[src/rtl/pio_pkg.sv]
package pio_pkg;

   typedef enum logic [1:0] {
      MD_OUT  = 2'b00,
      MD_IN   = 2'b01,
      MD_BIDI = 2'b10,
      MD_BITC = 2'b11
   } pio_mode_e;

   typedef enum logic [1:0] {
      EXP_WORD = 2'b00,
      EXP_DIR  = 2'b01,
      EXP_MASK = 2'b10
   } pio_expect_e;

   typedef enum logic [1:0] {
      MC_ANY_LOW  = 2'b00,
      MC_ANY_HIGH = 2'b01,
      MC_ALL_LOW  = 2'b10,
      MC_ALL_HIGH = 2'b11
   } pio_cond_e;

   localparam logic [3:0] TAG_MODE = 4'b1111;
   localparam logic [3:0] TAG_ICW  = 4'b0111;
   localparam int unsigned ICW_EN_BIT   = 7;
   localparam int unsigned ICW_MNXT_BIT = 4;

endpackage

[src/rtl/pio_port_regs.sv]
module pio_port_regs
   import pio_pkg::*;
#(
   parameter int unsigned DW = 8
) (
   input  logic            clk,
   input  logic            rst_n,
   input  logic            wr_ctl,
   input  logic            wr_dat,
   input  logic [DW-1:0]   wdata,
   output pio_mode_e       mode_o,
   output logic [DW-1:0]   out_o,
   output logic [DW-1:0]   dir_o,
   output logic [DW-1:0]   mask_o,
   output logic [DW-1:0]   vec_o,
   output logic            en_o,
   output pio_cond_e       cond_o
);

   pio_mode_e     mode_q;
   pio_expect_e   exp_q;
   pio_cond_e     cond_q;
   logic          en_q;
   logic [DW-1:0] out_q, dir_q, mask_q, vec_q;

   logic [3:0] tag;
   assign tag = wdata[3:0];

   always_ff @(posedge clk) begin
      if (!rst_n) begin
         mode_q <= MD_IN;
         exp_q  <= EXP_WORD;
         cond_q <= MC_ANY_LOW;
         en_q   <= 1'b0;
         out_q  <= '0;
         dir_q  <= '1;
         mask_q <= '0;
         vec_q  <= '0;
      end else begin
         if (wr_dat && mode_q != MD_BIDI)
            out_q <= wdata;
         if (wr_ctl) begin
            case (exp_q)
               EXP_DIR: begin
                  dir_q <= wdata;
                  exp_q <= EXP_WORD;
               end
               EXP_MASK: begin
                  mask_q <= wdata;
                  exp_q  <= EXP_WORD;
               end
               default: begin
                  if (!wdata[0]) begin
                     vec_q <= wdata;
                  end else if (tag == TAG_MODE) begin
                     mode_q <= pio_mode_e'(wdata[7:6]);
                     if (wdata[7:6] == 2'b11)
                        exp_q <= EXP_DIR;
                  end else if (tag == TAG_ICW) begin
                     en_q   <= wdata[ICW_EN_BIT];
                     cond_q <= pio_cond_e'(wdata[6:5]);
                     if (wdata[ICW_MNXT_BIT])
                        exp_q <= EXP_MASK;
                  end
               end
            endcase
         end
      end
   end

   assign mode_o = mode_q;
   assign out_o  = out_q;
   assign dir_o  = dir_q;
   assign mask_o = mask_q;
   assign vec_o  = vec_q;
   assign en_o   = en_q;
   assign cond_o = cond_q;

   // a data write in bidirectional mode leaves the output register alone
   assert_bidi_write_ignored_R6: assert property (@(posedge clk) disable iff (!rst_n)
      (wr_dat && mode_q == MD_BIDI) |=> $stable(out_q));

   // the byte after the direction byte is decoded as a normal word
   assert_dir_then_word_R3: assert property (@(posedge clk) disable iff (!rst_n)
      (wr_ctl && exp_q == EXP_DIR) |=> (exp_q == EXP_WORD));

   // a mask byte is followed by normal decoding
   assert_mask_then_word_R4: assert property (@(posedge clk) disable iff (!rst_n)
      (wr_ctl && exp_q == EXP_MASK) |=> (exp_q == EXP_WORD && $stable(mode_q)));

endmodule

[src/rtl/pio_pin_path.sv]
module pio_pin_path
   import pio_pkg::*;
#(
   parameter int unsigned DW          = 8,
   parameter int unsigned SYNC_STAGES = 1
) (
   input  logic          clk,
   input  logic          rst_n,
   input  logic [DW-1:0] pin_i,
   input  pio_mode_e     mode_i,
   input  logic [DW-1:0] out_i,
   input  logic [DW-1:0] dir_i,
   input  logic [DW-1:0] mask_i,
   input  logic          en_i,
   input  pio_cond_e     cond_i,
   output logic [DW-1:0] pin_o,
   output logic [DW-1:0] rd_o,
   output logic          set_o
);

   logic [DW-1:0] pin_s;
   logic [DW-1:0] latch_q;
   logic          match_q;
   logic          hit;
   logic          is_bitc, tracks;
   logic [DW-1:0] mixed, mon, care;

   assign is_bitc = (mode_i == MD_BITC);
   assign tracks  = (mode_i == MD_IN) || is_bitc;

   if (SYNC_STAGES > 1) begin : g_sync
      logic [DW-1:0] chain [SYNC_STAGES-1];
      always_ff @(posedge clk) begin
         if (!rst_n) begin
            for (int k = 0; k < SYNC_STAGES-1; k++) chain[k] <= '0;
         end else begin
            chain[0] <= pin_i;
            for (int k = 1; k < SYNC_STAGES-1; k++) chain[k] <= chain[k-1];
         end
      end
      assign pin_s = chain[SYNC_STAGES-2];
   end else begin : g_direct
      assign pin_s = pin_i;
   end

   always_ff @(posedge clk) begin
      if (!rst_n) begin
         latch_q <= '0;
         match_q <= 1'b0;
      end else begin
         if (tracks) latch_q <= pin_s;
         match_q <= is_bitc & hit;
      end
   end

   assign mixed = (latch_q & dir_i) | (out_i & ~dir_i);
   assign care  = ~mask_i;
   assign mon   = mixed & care;

   always_comb begin
      case (cond_i)
         MC_ANY_LOW:  hit = (mon != care);
         MC_ANY_HIGH: hit = (mon != '0);
         MC_ALL_LOW:  hit = (mon == '0);
         default:     hit = (mon == care);
      endcase
   end

   assign set_o = is_bitc & hit & ~match_q & en_i;

   always_comb begin
      case (mode_i)
         MD_OUT:  pin_o = out_i;
         MD_BITC: pin_o = (pin_i & dir_i) | (out_i & ~dir_i);
         default: pin_o = '1;
      endcase
   end

   always_comb begin
      case (mode_i)
         MD_OUT:  rd_o = out_i;
         MD_IN:   rd_o = latch_q;
         MD_BITC: rd_o = mixed;
         default: rd_o = '1;
      endcase
   end

   // a rising match lasts a single cycle, the condition is edge-triggered
   assert_single_set_R10: assert property (@(posedge clk) disable iff (!rst_n)
      set_o |=> !set_o);

   // released pins outside the output and bit-wise modes
   assert_released_pins_R5: assert property (@(posedge clk) disable iff (!rst_n)
      (mode_i == MD_IN || mode_i == MD_BIDI) |-> (pin_o == '1));

endmodule

[src/rtl/pio_irq_arb.sv]
module pio_irq_arb #(
   parameter int unsigned NPORTS = 2
) (
   input  logic              clk,
   input  logic              rst_n,
   input  logic [NPORTS-1:0] set_i,
   input  logic [NPORTS-1:0] ack_i,
   output logic [NPORTS-1:0] pend_o,
   output logic [NPORTS-1:0] sel_o,
   output logic              any_o
);

   logic [NPORTS-1:0] pend_q;

   always_ff @(posedge clk) begin
      if (!rst_n) pend_q <= '0;
      else        pend_q <= set_i | (pend_q & ~ack_i);
   end

   always_comb begin
      logic found;
      found = 1'b0;
      sel_o = '0;
      for (int i = 0; i < NPORTS; i++) begin
         if (pend_q[i] && !found) begin
            sel_o[i] = 1'b1;
            found    = 1'b1;
         end
      end
   end

   assign pend_o = pend_q;
   assign any_o  = |pend_q;

   // at most one port selected
   assert_sel_onehot_R12: assert property (@(posedge clk) disable iff (!rst_n)
      $onehot0(sel_o));

   for (genvar i = 0; i < NPORTS; i++) begin : g_chk
      // an acknowledge without a new request clears the pending bit
      assert_ack_clears_R11: assert property (@(posedge clk) disable iff (!rst_n)
         (ack_i[i] && !set_i[i]) |=> !pend_q[i]);
      // a pending bit only rises after a qualified rising match
      assert_pend_cause_R10: assert property (@(posedge clk) disable iff (!rst_n)
         $rose(pend_q[i]) |-> $past(set_i[i]));
   end

endmodule

[src/rtl/pio_bitctl_top.sv]
module pio_bitctl_top
   import pio_pkg::*;
#(
   parameter int unsigned DW          = 8,
   parameter int unsigned NPORTS      = 2,
   parameter int unsigned SYNC_STAGES = 1,
   localparam int unsigned PSW = (NPORTS > 1) ? $clog2(NPORTS) : 1,
   localparam int unsigned PW  = NPORTS * DW
) (
   input  logic              clk,
   input  logic              rst_n,
   input  logic              cs,
   input  logic [PSW-1:0]    port_sel,
   input  logic              ctl_sel,
   input  logic              wr,
   input  logic              rd,
   input  logic [DW-1:0]     wdata,
   output logic [DW-1:0]     rdata,
   input  logic [PW-1:0]     pin_in,
   output logic [PW-1:0]     pin_out,
   input  logic [NPORTS-1:0] int_ack,
   output logic [NPORTS-1:0] irq_pend,
   output logic [NPORTS-1:0] irq_sel,
   output logic              irq_any
);

   if (DW < 8) begin : g_bad_dw
      $error("DW must be at least 8 to hold a control word");
   end
   if (NPORTS < 1) begin : g_bad_np
      $error("NPORTS must be at least 1");
   end
   if (SYNC_STAGES < 1) begin : g_bad_sync
      $error("SYNC_STAGES must be at least 1");
   end

   logic [DW-1:0]     vec_w [NPORTS];
   logic [DW-1:0]     rdp_w [NPORTS];
   logic [NPORTS-1:0] set_w;

   for (genvar p = 0; p < NPORTS; p++) begin : g_port
      pio_mode_e     mode;
      pio_cond_e     cond;
      logic          en;
      logic [DW-1:0] outr, dir, mask;
      logic          hit_sel;

      assign hit_sel = cs && wr && (port_sel == PSW'(p));

      pio_port_regs #(.DW(DW)) u_regs (
         .clk    (clk),
         .rst_n  (rst_n),
         .wr_ctl (hit_sel && ctl_sel),
         .wr_dat (hit_sel && !ctl_sel),
         .wdata  (wdata),
         .mode_o (mode),
         .out_o  (outr),
         .dir_o  (dir),
         .mask_o (mask),
         .vec_o  (vec_w[p]),
         .en_o   (en),
         .cond_o (cond)
      );

      pio_pin_path #(.DW(DW), .SYNC_STAGES(SYNC_STAGES)) u_pins (
         .clk    (clk),
         .rst_n  (rst_n),
         .pin_i  (pin_in[p*DW +: DW]),
         .mode_i (mode),
         .out_i  (outr),
         .dir_i  (dir),
         .mask_i (mask),
         .en_i   (en),
         .cond_i (cond),
         .pin_o  (pin_out[p*DW +: DW]),
         .rd_o   (rdp_w[p]),
         .set_o  (set_w[p])
      );
   end

   always_comb begin
      rdata = '0;
      if (cs && rd) begin
         for (int p = 0; p < NPORTS; p++) begin
            if (port_sel == PSW'(p))
               rdata = ctl_sel ? vec_w[p] : rdp_w[p];
         end
      end
   end

   pio_irq_arb #(.NPORTS(NPORTS)) u_arb (
      .clk    (clk),
      .rst_n  (rst_n),
      .set_i  (set_w),
      .ack_i  (int_ack),
      .pend_o (irq_pend),
      .sel_o  (irq_sel),
      .any_o  (irq_any)
   );

   // nothing pending while reset is applied
   assert_reset_quiet_R1: assert property (@(posedge clk)
      !rst_n |=> (irq_pend == '0));

endmodule

[config.mk]
export PLATFORM = sky130hd
export DESIGN_NAME = pio_bitctl_top
export DESIGN_NICKNAME = d
export VERILOG_FILES = /design/src/rtl/pio_pkg.sv /design/src/rtl/pio_port_regs.sv /design/src/rtl/pio_pin_path.sv /design/src/rtl/pio_irq_arb.sv /design/src/rtl/pio_bitctl_top.sv
export SDC_FILE = /design/constraint.sdc
export NUM_CORES = 1
export LEC_CHECK = 0
export BUFFER_PORTS_ARGS = -buffer_cell sky130_fd_sc_hd__clkbuf_2
export CORE_ASPECT_RATIO = 2
export CORE_UTILIZATION = 55
export CTS_BUF_LIST = sky130_fd_sc_hd__clkbuf_4
export DETAILED_ROUTE_END_ITERATION = 16
export GPL_TIMING_DRIVEN = 0
export PLACE_DENSITY = 0.76
export SKIP_CTS_REPAIR_TIMING = 1
export SLEW_MARGIN = 5
export SYNTH_ARGS = -nofsm -noshare
export SYNTH_HDL_FRONTEND = slang
export SYNTH_SLANG_ARGS = --single-unit
[constraint.sdc]
create_clock -name clk -period 4.1 [get_ports clk]
set_input_delay 0.205 -clock clk [delete_from_list [all_inputs] [get_ports clk]]
set_output_delay 0.205 -clock clk [all_outputs]
set_load 0.05 [all_outputs]
# --- Word level (Yosys, flattened, before mapping) ---
# Cells that the tools add are included.
word_totals:
  output_inout_bits: 29
  word_cells: 139
  ff_bits: 96
classes:
  n_reduce_logical: 44
  bitwise: 32
  eq_ne: 23
  mux: 19
ops:
  columns: ["cell", "n"]
  rows:
  - ["8-bit bitwise AND", 8]
  - ["8-bit case mux with 3 select lines", 2]
  - ["8-bit 2-to-1 mux", 4]
  - ["8-bit inverter", 4]
  - ["8-bit bitwise OR", 4]
  - ["8-bit case mux with 2 select lines", 2]
  - ["5-bit AND reduction", 4]
  - ["8-bit equality test", 2]
  - ["8-bit logical NOT", 2]
  - ["8-bit != test", 2]
  - ["8-bit nonzero test", 2]
  - ["2-bit equality test (second input constant)", 7]
  - ["2-bit 2-to-1 mux", 7]
  - ["2-bit by 1-bit equality test with 1-bit output (second input constant)", 6]
  - ["3-bit nonzero test", 4]
  - ["1-bit logical AND", 11]
  - ["2-bit logical NOT", 4]
  - ["2-bit AND reduction", 4]
  - ["4-bit AND reduction", 2]
  - ["1-bit inverter", 7]
  - ["1-bit bitwise AND", 6]
  - ["3-bit != test (second input constant)", 2]
  - ["1-bit case mux with 3 select lines", 2]
  - ["3-bit AND reduction", 2]
  - ["11 further kinds", 18]

# --- Depth between registers and ports, before layout ---
logic_depth:
  ltp_word: 10
  depth_mapped: 9

# --- Hierarchy ---
# Synthesis repeated with hierarchy kept, for this count alone.
unflattened:
  hier_cells: 690
  hier_area_um2: 5684.2
by_module_without_submodules:
  columns: ["mod", "seq_area_each_um2", "cells_each", "n_inst", "area_per_inst_um2"]
  rows:
  - ["pio_port_regs", 760.7, 191, 2, 1630.3]
  - ["pio_pin_path", 180.2, 132, 2, 1024.7]
  - ["pio_bitctl_top", 0.0, 35, 1, 284.0]
  - ["pio_irq_arb", 40.0, 9, 1, 90.1]

# --- Least setup slack after synthesis ---
# No wires, ideal clock.
synth_path:
  kind: "flip-flop to output port"
  start: "register g_port[0].u_regs.mode_q[1]"
  end: "output rdata[0]"
  t_arrival_ns: 3.496
  path_slack_ns: 0.399
  stages_incl_launch_ff: 6
  n_path_buf: 1
  t_required_ns: 3.895
  path_cell_list: "dfxtp_1 ha_1 clkbuf_1 nor2b_1 o21ai_0 a2111oi_0"
synth_between:
  elab_chain_len: 5
synth_lines:
  columns: ["element", "line_no", "text"]
  rows:
  - ["from (decl)", "pio_port_regs.sv:20", "pio_mode_e mode_q;"]
  - ["from (signal assigned)", "pio_port_regs.sv:56", "mode_q <= pio_mode_e'(wdata[7:6]);"]
  - ["2-bit equality test (tied with other cells)", "pio_pin_path.sv:80", "case (mode_i)"]
  - ["8-bit case mux with 3 select lines *", "pio_pin_path.sv:80", null]
  - ["8-bit 2-to-1 mux *", "pio_bitctl_top.sv:86", "rdata = ctl_sel ? vec_w[p] : rdp_w[p];"]
  - ["8-bit 2-to-1 mux *", "pio_bitctl_top.sv:85", "if (port_sel == PSW'(p))"]
  - ["8-bit 2-to-1 mux *", "pio_bitctl_top.sv:83", "if (cs && rd) begin"]
  - ["to (decl)", "pio_bitctl_top.sv:18", "output logic [DW-1:0] rdata,"]
# Mark *: on every way between the ends. The rest lies on a longest branch, timed or not.

# --- Worst setup path after layout ---
layout_path:
  start: "register g_port[1].u_regs.mode_q[1]"
  end: "output rdata[0]"
layout_between:
  elab_chain_len: 5
layout_lines:
  columns: ["element", "line_no"]
  rows:
  - ["from (decl)", "pio_port_regs.sv:20"]
  - ["from (signal assigned)", "pio_port_regs.sv:56"]
  - ["2-bit equality test (tied with other cells)", "pio_pin_path.sv:80"]
  - ["8-bit case mux with 3 select lines *", "pio_pin_path.sv:80"]
  - ["8-bit 2-to-1 mux *", "pio_bitctl_top.sv:86"]
  - ["8-bit 2-to-1 mux *", "pio_bitctl_top.sv:85"]
  - ["8-bit 2-to-1 mux *", "pio_bitctl_top.sv:83"]
# Marked as above.

==> results.json <==
{
  "status": "finished, violations left",
  "violations": "hold timing",
  "finalPower_mw": 1.64,
  "synthAdderAreaFrac_pct": 3.28,
  "clkLatencyLatePin_ns": 0.48,
  "rsz0062_at_grt": "false",
  "ys_types": 52,
  "grtUsageTotal_pct": 33.2,
  "yosys_warnings": 0,
  "fmax_mhz": 328,
  "synth.net_count": 702,
  "htree_levels": 3,
  "crit_path_start_kind": "register",
  "sw_frac_of_total_pct": 27.6,
  "final_layout_size_suffix_gt1_share_pct": 12.9,
  "path_clk_slew_ns": 0.15,
  "finalCritPeriodShare_pct": 74.3,
  "core_area_mm2": 0.00938,
  "rrSetupSlack_ns": 1.97,
  "vias_per_cell": 5.92,
  "synth-seq-cells": 96,
  "synthMuxAreaShare_pct": 11.8,
  "slew_headroom_pct": 49.7,
  "setup_violations": 0,
  "nets": 772,
  "crit_fanout": 10,
  "combPwrFrac_pct": 11.3,
  "crit_start": "g_port[1].u_regs.mode_o[1]$_SDFFE_PN0P_",
  "ant_nets": 0,
  "numCtsBuffers": 9,
  "clockBufferDepth": 2,
  "ioPinCount": 62,
  "finalCriticalPeriod_ns": 3.04,
  "vias": 4938,
  "drt_iter0_drc": 275,
  "tns_ns": 0,
  "synth_xor_area_share_pct": 0,
  "synth-edff-count": 0,
  "pwr-share-clk_pct": 30.4,
  "fin_skew_ns": 0.0185,
  "netSwitchingPower_uw": 454,
  "reg2reg_from": "g_port[1].u_regs.mode_o[1]$_SDFFE_PN0P_",
  "yosys.area_share.simple_pct": 24.2,
  "port_buffers": 55,
  "die_x_um": 71.7,
  "crit_type": "register to primary output",
  "wl_per_cell_um": 19.4,
  "synth_top_family_by_area": "simple AND/OR/NAND/NOR gates",
  "syn-cell-area_mm2": 0.00534,
  "final_hold_viol_count": 5,
  "die_h_um": 141,
  "wirelength_mm": 16.1,
  "pre_cts_ws_ns": 1.61,
  "cp-endpoint": "rdata[0]",
  "cts_tree": "done",
  "cts_root_buf": "clkbuf_4",
  "cap_violations": 0,
  "cellPowerDensity_mw_per_mm2": 278,
  "rr_worst_depth": 7,
  "p_leak_nw": 2.33,
  "layout_setup_ws_ns": 1.06,
  "arrival_ns": 2.84,
  "async_flop_share_pct": 0,
  "syn_to_final_growth_pct": 10.6,
  "required_ns": 3.89,
  "drv_slew": 0,
  "tightest_slew_ns": 0.754,
  "syn_area_per_cell_um2": 8.15,
  "die-area_mm2": 0.0101,
  "whs_ns": -0.0150,
  "r2r_end": "g_port[1].u_pins.latch_q[0]$_SDFFE_PN0P_",
  "synth_cells": 655,
  "drc": 0,
  "end_kind": "primary output",
  "vdd_drop_max_mv": 0.206,
  "hp-class": "input pin to register",
  "drt_pass1_iterations": 5,
  "grt_pass1_wl_mm": 25.5,
  "grt_pass1_vias": 4844,
  "grt-ovfl-total": 0,
  "place_congestion": 0.950,
  "clock-sinks": 96,
  "grt_start_max_net_pins": 15,
  "seqPwrFrac_pct": 58.3,
  "synth_ff_type": "dfxtp_1",
  "internal-power_mw": 1.19,
  "hpwl_mm": 12.3,
  "rows": 50,
  "synth-compound-area-share_pct": 18.9,
  "initial_utilization_pct": 56.9,
  "antenna_found_initial": 1,
  "seq_area_frac_synth_pct": 36.0
}
[worst max-delay path, cell delays in order, from the launching register on]
cell	delay [ns]
dfxtp_1	0.45
ha_1	0.34
clkbuf_1	0.45
a21oi_1	0.19
a2111oi_0	0.55
clkbuf_2	0.37
[power groups by stage]
stage | clock (mW) | sequential, mW | combinational [mW]
4_1_cts | 0.502 | 0.959 | 0.181
2_1_floorplan | 0 | 0.975 | 0.113
3_5_place_dp | 0 | 0.979 | 0.181
5_1_grt | 0.540 | 0.961 | 0.198
3_3_place_gp | 0 | 0.978 | 0.177
6_report | 0.500 | 0.959 | 0.185
[synthesized netlist by cell type (all sizes together) (2+ instances only)]
cell     count  area share (%)
nand2      110             7.7
dfxtp       96              36
nor2b       61             7.1
mux2i       47             8.8
nand3       43             4.0
clkbuf      41             2.9
o21ai       37             3.5
a21boi      34             4.8
inv         34             2.4
a31oi       17             2.0
nor2        16             1.2
a21oi       15             1.4
ha          14             3.3
mux2        11             2.6
a221oi       9             1.5
a22oi        8             1.1
a21o         6            0.87
buf          6            0.56
and2         5            0.59
o22ai        5             1.1
a32oi        4            0.66
and2b        4            0.59
a311oi       3            0.49
nand3b       3            0.42
or2          3            0.35
a2111oi      2            0.45
nor3b        2            0.28
nor4         2            0.52
o22a         2            0.33
or3          2            0.23
[registers in the layout (all words and copies together) (netlist names)]
register,count
g_port.u_regs.out_o,16
g_port.u_pins.match_q,2
g_port.u_regs.en_o,2
g_port.u_pins.latch_q,16
g_port.u_regs.exp_q,4
g_port.u_regs.vec_o,14
g_port.u_regs.cond_o,4
g_port.u_regs.mode_o,4
g_port.u_regs.dir_o,16
u_arb.pend_o,2
g_port.u_regs.mask_o,16
[worst min path at each step]
| stage | startpoint | to | slack [ns] | cells after the start |
|---|---|---|---|---|
| after floorplan | rst_n | g_port[1].u_pins.match_q$_SDFF_PN0_ | 0.36 | 2 |
| after global placement | g_port[0].u_pins.latch_q[4]$_SDFFE_PN0P_ | g_port[0].u_pins.latch_q[4]$_SDFFE_PN0P_ | 0.46 | 2 |
| after detailed placement | g_port[1].u_regs.mask_o[1]$_SDFFE_PN0P_ | g_port[1].u_regs.mask_o[1]$_SDFFE_PN0P_ | 0.47 | 2 |
| after CTS | pin_in[10] | g_port[1].u_pins.latch_q[2]$_SDFFE_PN0P_ | -0.03 | 3 |
| after global routing | pin_in[15] | g_port[1].u_pins.latch_q[7]$_SDFFE_PN0P_ | 0.0003 | 3 |
| final | pin_in[11] | g_port[1].u_pins.latch_q[3]$_SDFFE_PN0P_ | -0.01 | 3 |
[cell families after synthesis]
group	after synthesis
compound gates	147
fa+ha+maj	14
mux	59
simple gates	258
buf+inv	81
flops	96
[area by class of cell]
cell class,instances,area (um^2)
sequential,96,1920
inverter,34,128
antenna,1,2.50
fill,857,3480
buffer,47,184
clock inverter,6,51.3
tap,104,130
multi-input combinational,478,3110
timing repair buffer,59,315
clock buffer,9,67.6
[metrics by stage]
step | cells | hold slack, ns | instance area, um^2 | util, %
final | 834 | -0.0150 | 5910 | 63.0
after global routing | 834 | 0.000295 | 5910 | 63.0
after CTS | 829 | -0.0293 | 5870 | 62.5
after detailed placement | 814 | 0.474 | 5750 | 61.2
after global placement | 814 | 0.462 | 5750 | 61.2
after floorplan | 655 | 0.357 | 5340 | -
[cell usage in the layout, fill, tap and decap left out, types with 3 or more instances in the layout]
cell | Yosys | layout
a21boi_0 | 34 | 34
a21o_1 | 5 | 5
a21oi_1 | 15 | 15
a221oi_1 | 9 | 9
a22oi_1 | 8 | 8
a311oi_1 | 3 | 3
a31oi_1 | 17 | 17
a32oi_1 | 4 | 4
and2_1 | 5 | 5
and2b_1 | 3 | 3
buf_2 | 3 | 3
clkbuf_1 | 41 | 41
clkbuf_2 | 0 | 55
clkbuf_4 | 0 | 9
clkinv_1 | 0 | 3
dfxtp_1 | 96 | 96
dlygate4sd3_1 | 0 | 4
ha_1 | 14 | 14
inv_1 | 34 | 34
mux2_2 | 7 | 7
mux2_4 | 4 | 4
mux2i_1 | 47 | 47
nand2_1 | 110 | 110
nand3_1 | 43 | 43
nand3b_1 | 3 | 3
nor2_1 | 14 | 14
nor2b_1 | 61 | 61
o21ai_0 | 37 | 37
o22ai_1 | 3 | 3
or2_2 | 3 | 3
[layer usage]
metal / GRT usage (%) / up-vias / wire (um)
li1: - / 2402 / -
met1: 34.2 / 2324 / 5950
met2: 59.5 / 163 / 8470
met3: 5.33 / 49 / 633
met4: 23.0 / 0 / 1090
met5: 0 / - / 0
(Power assumes the default switching activity.)
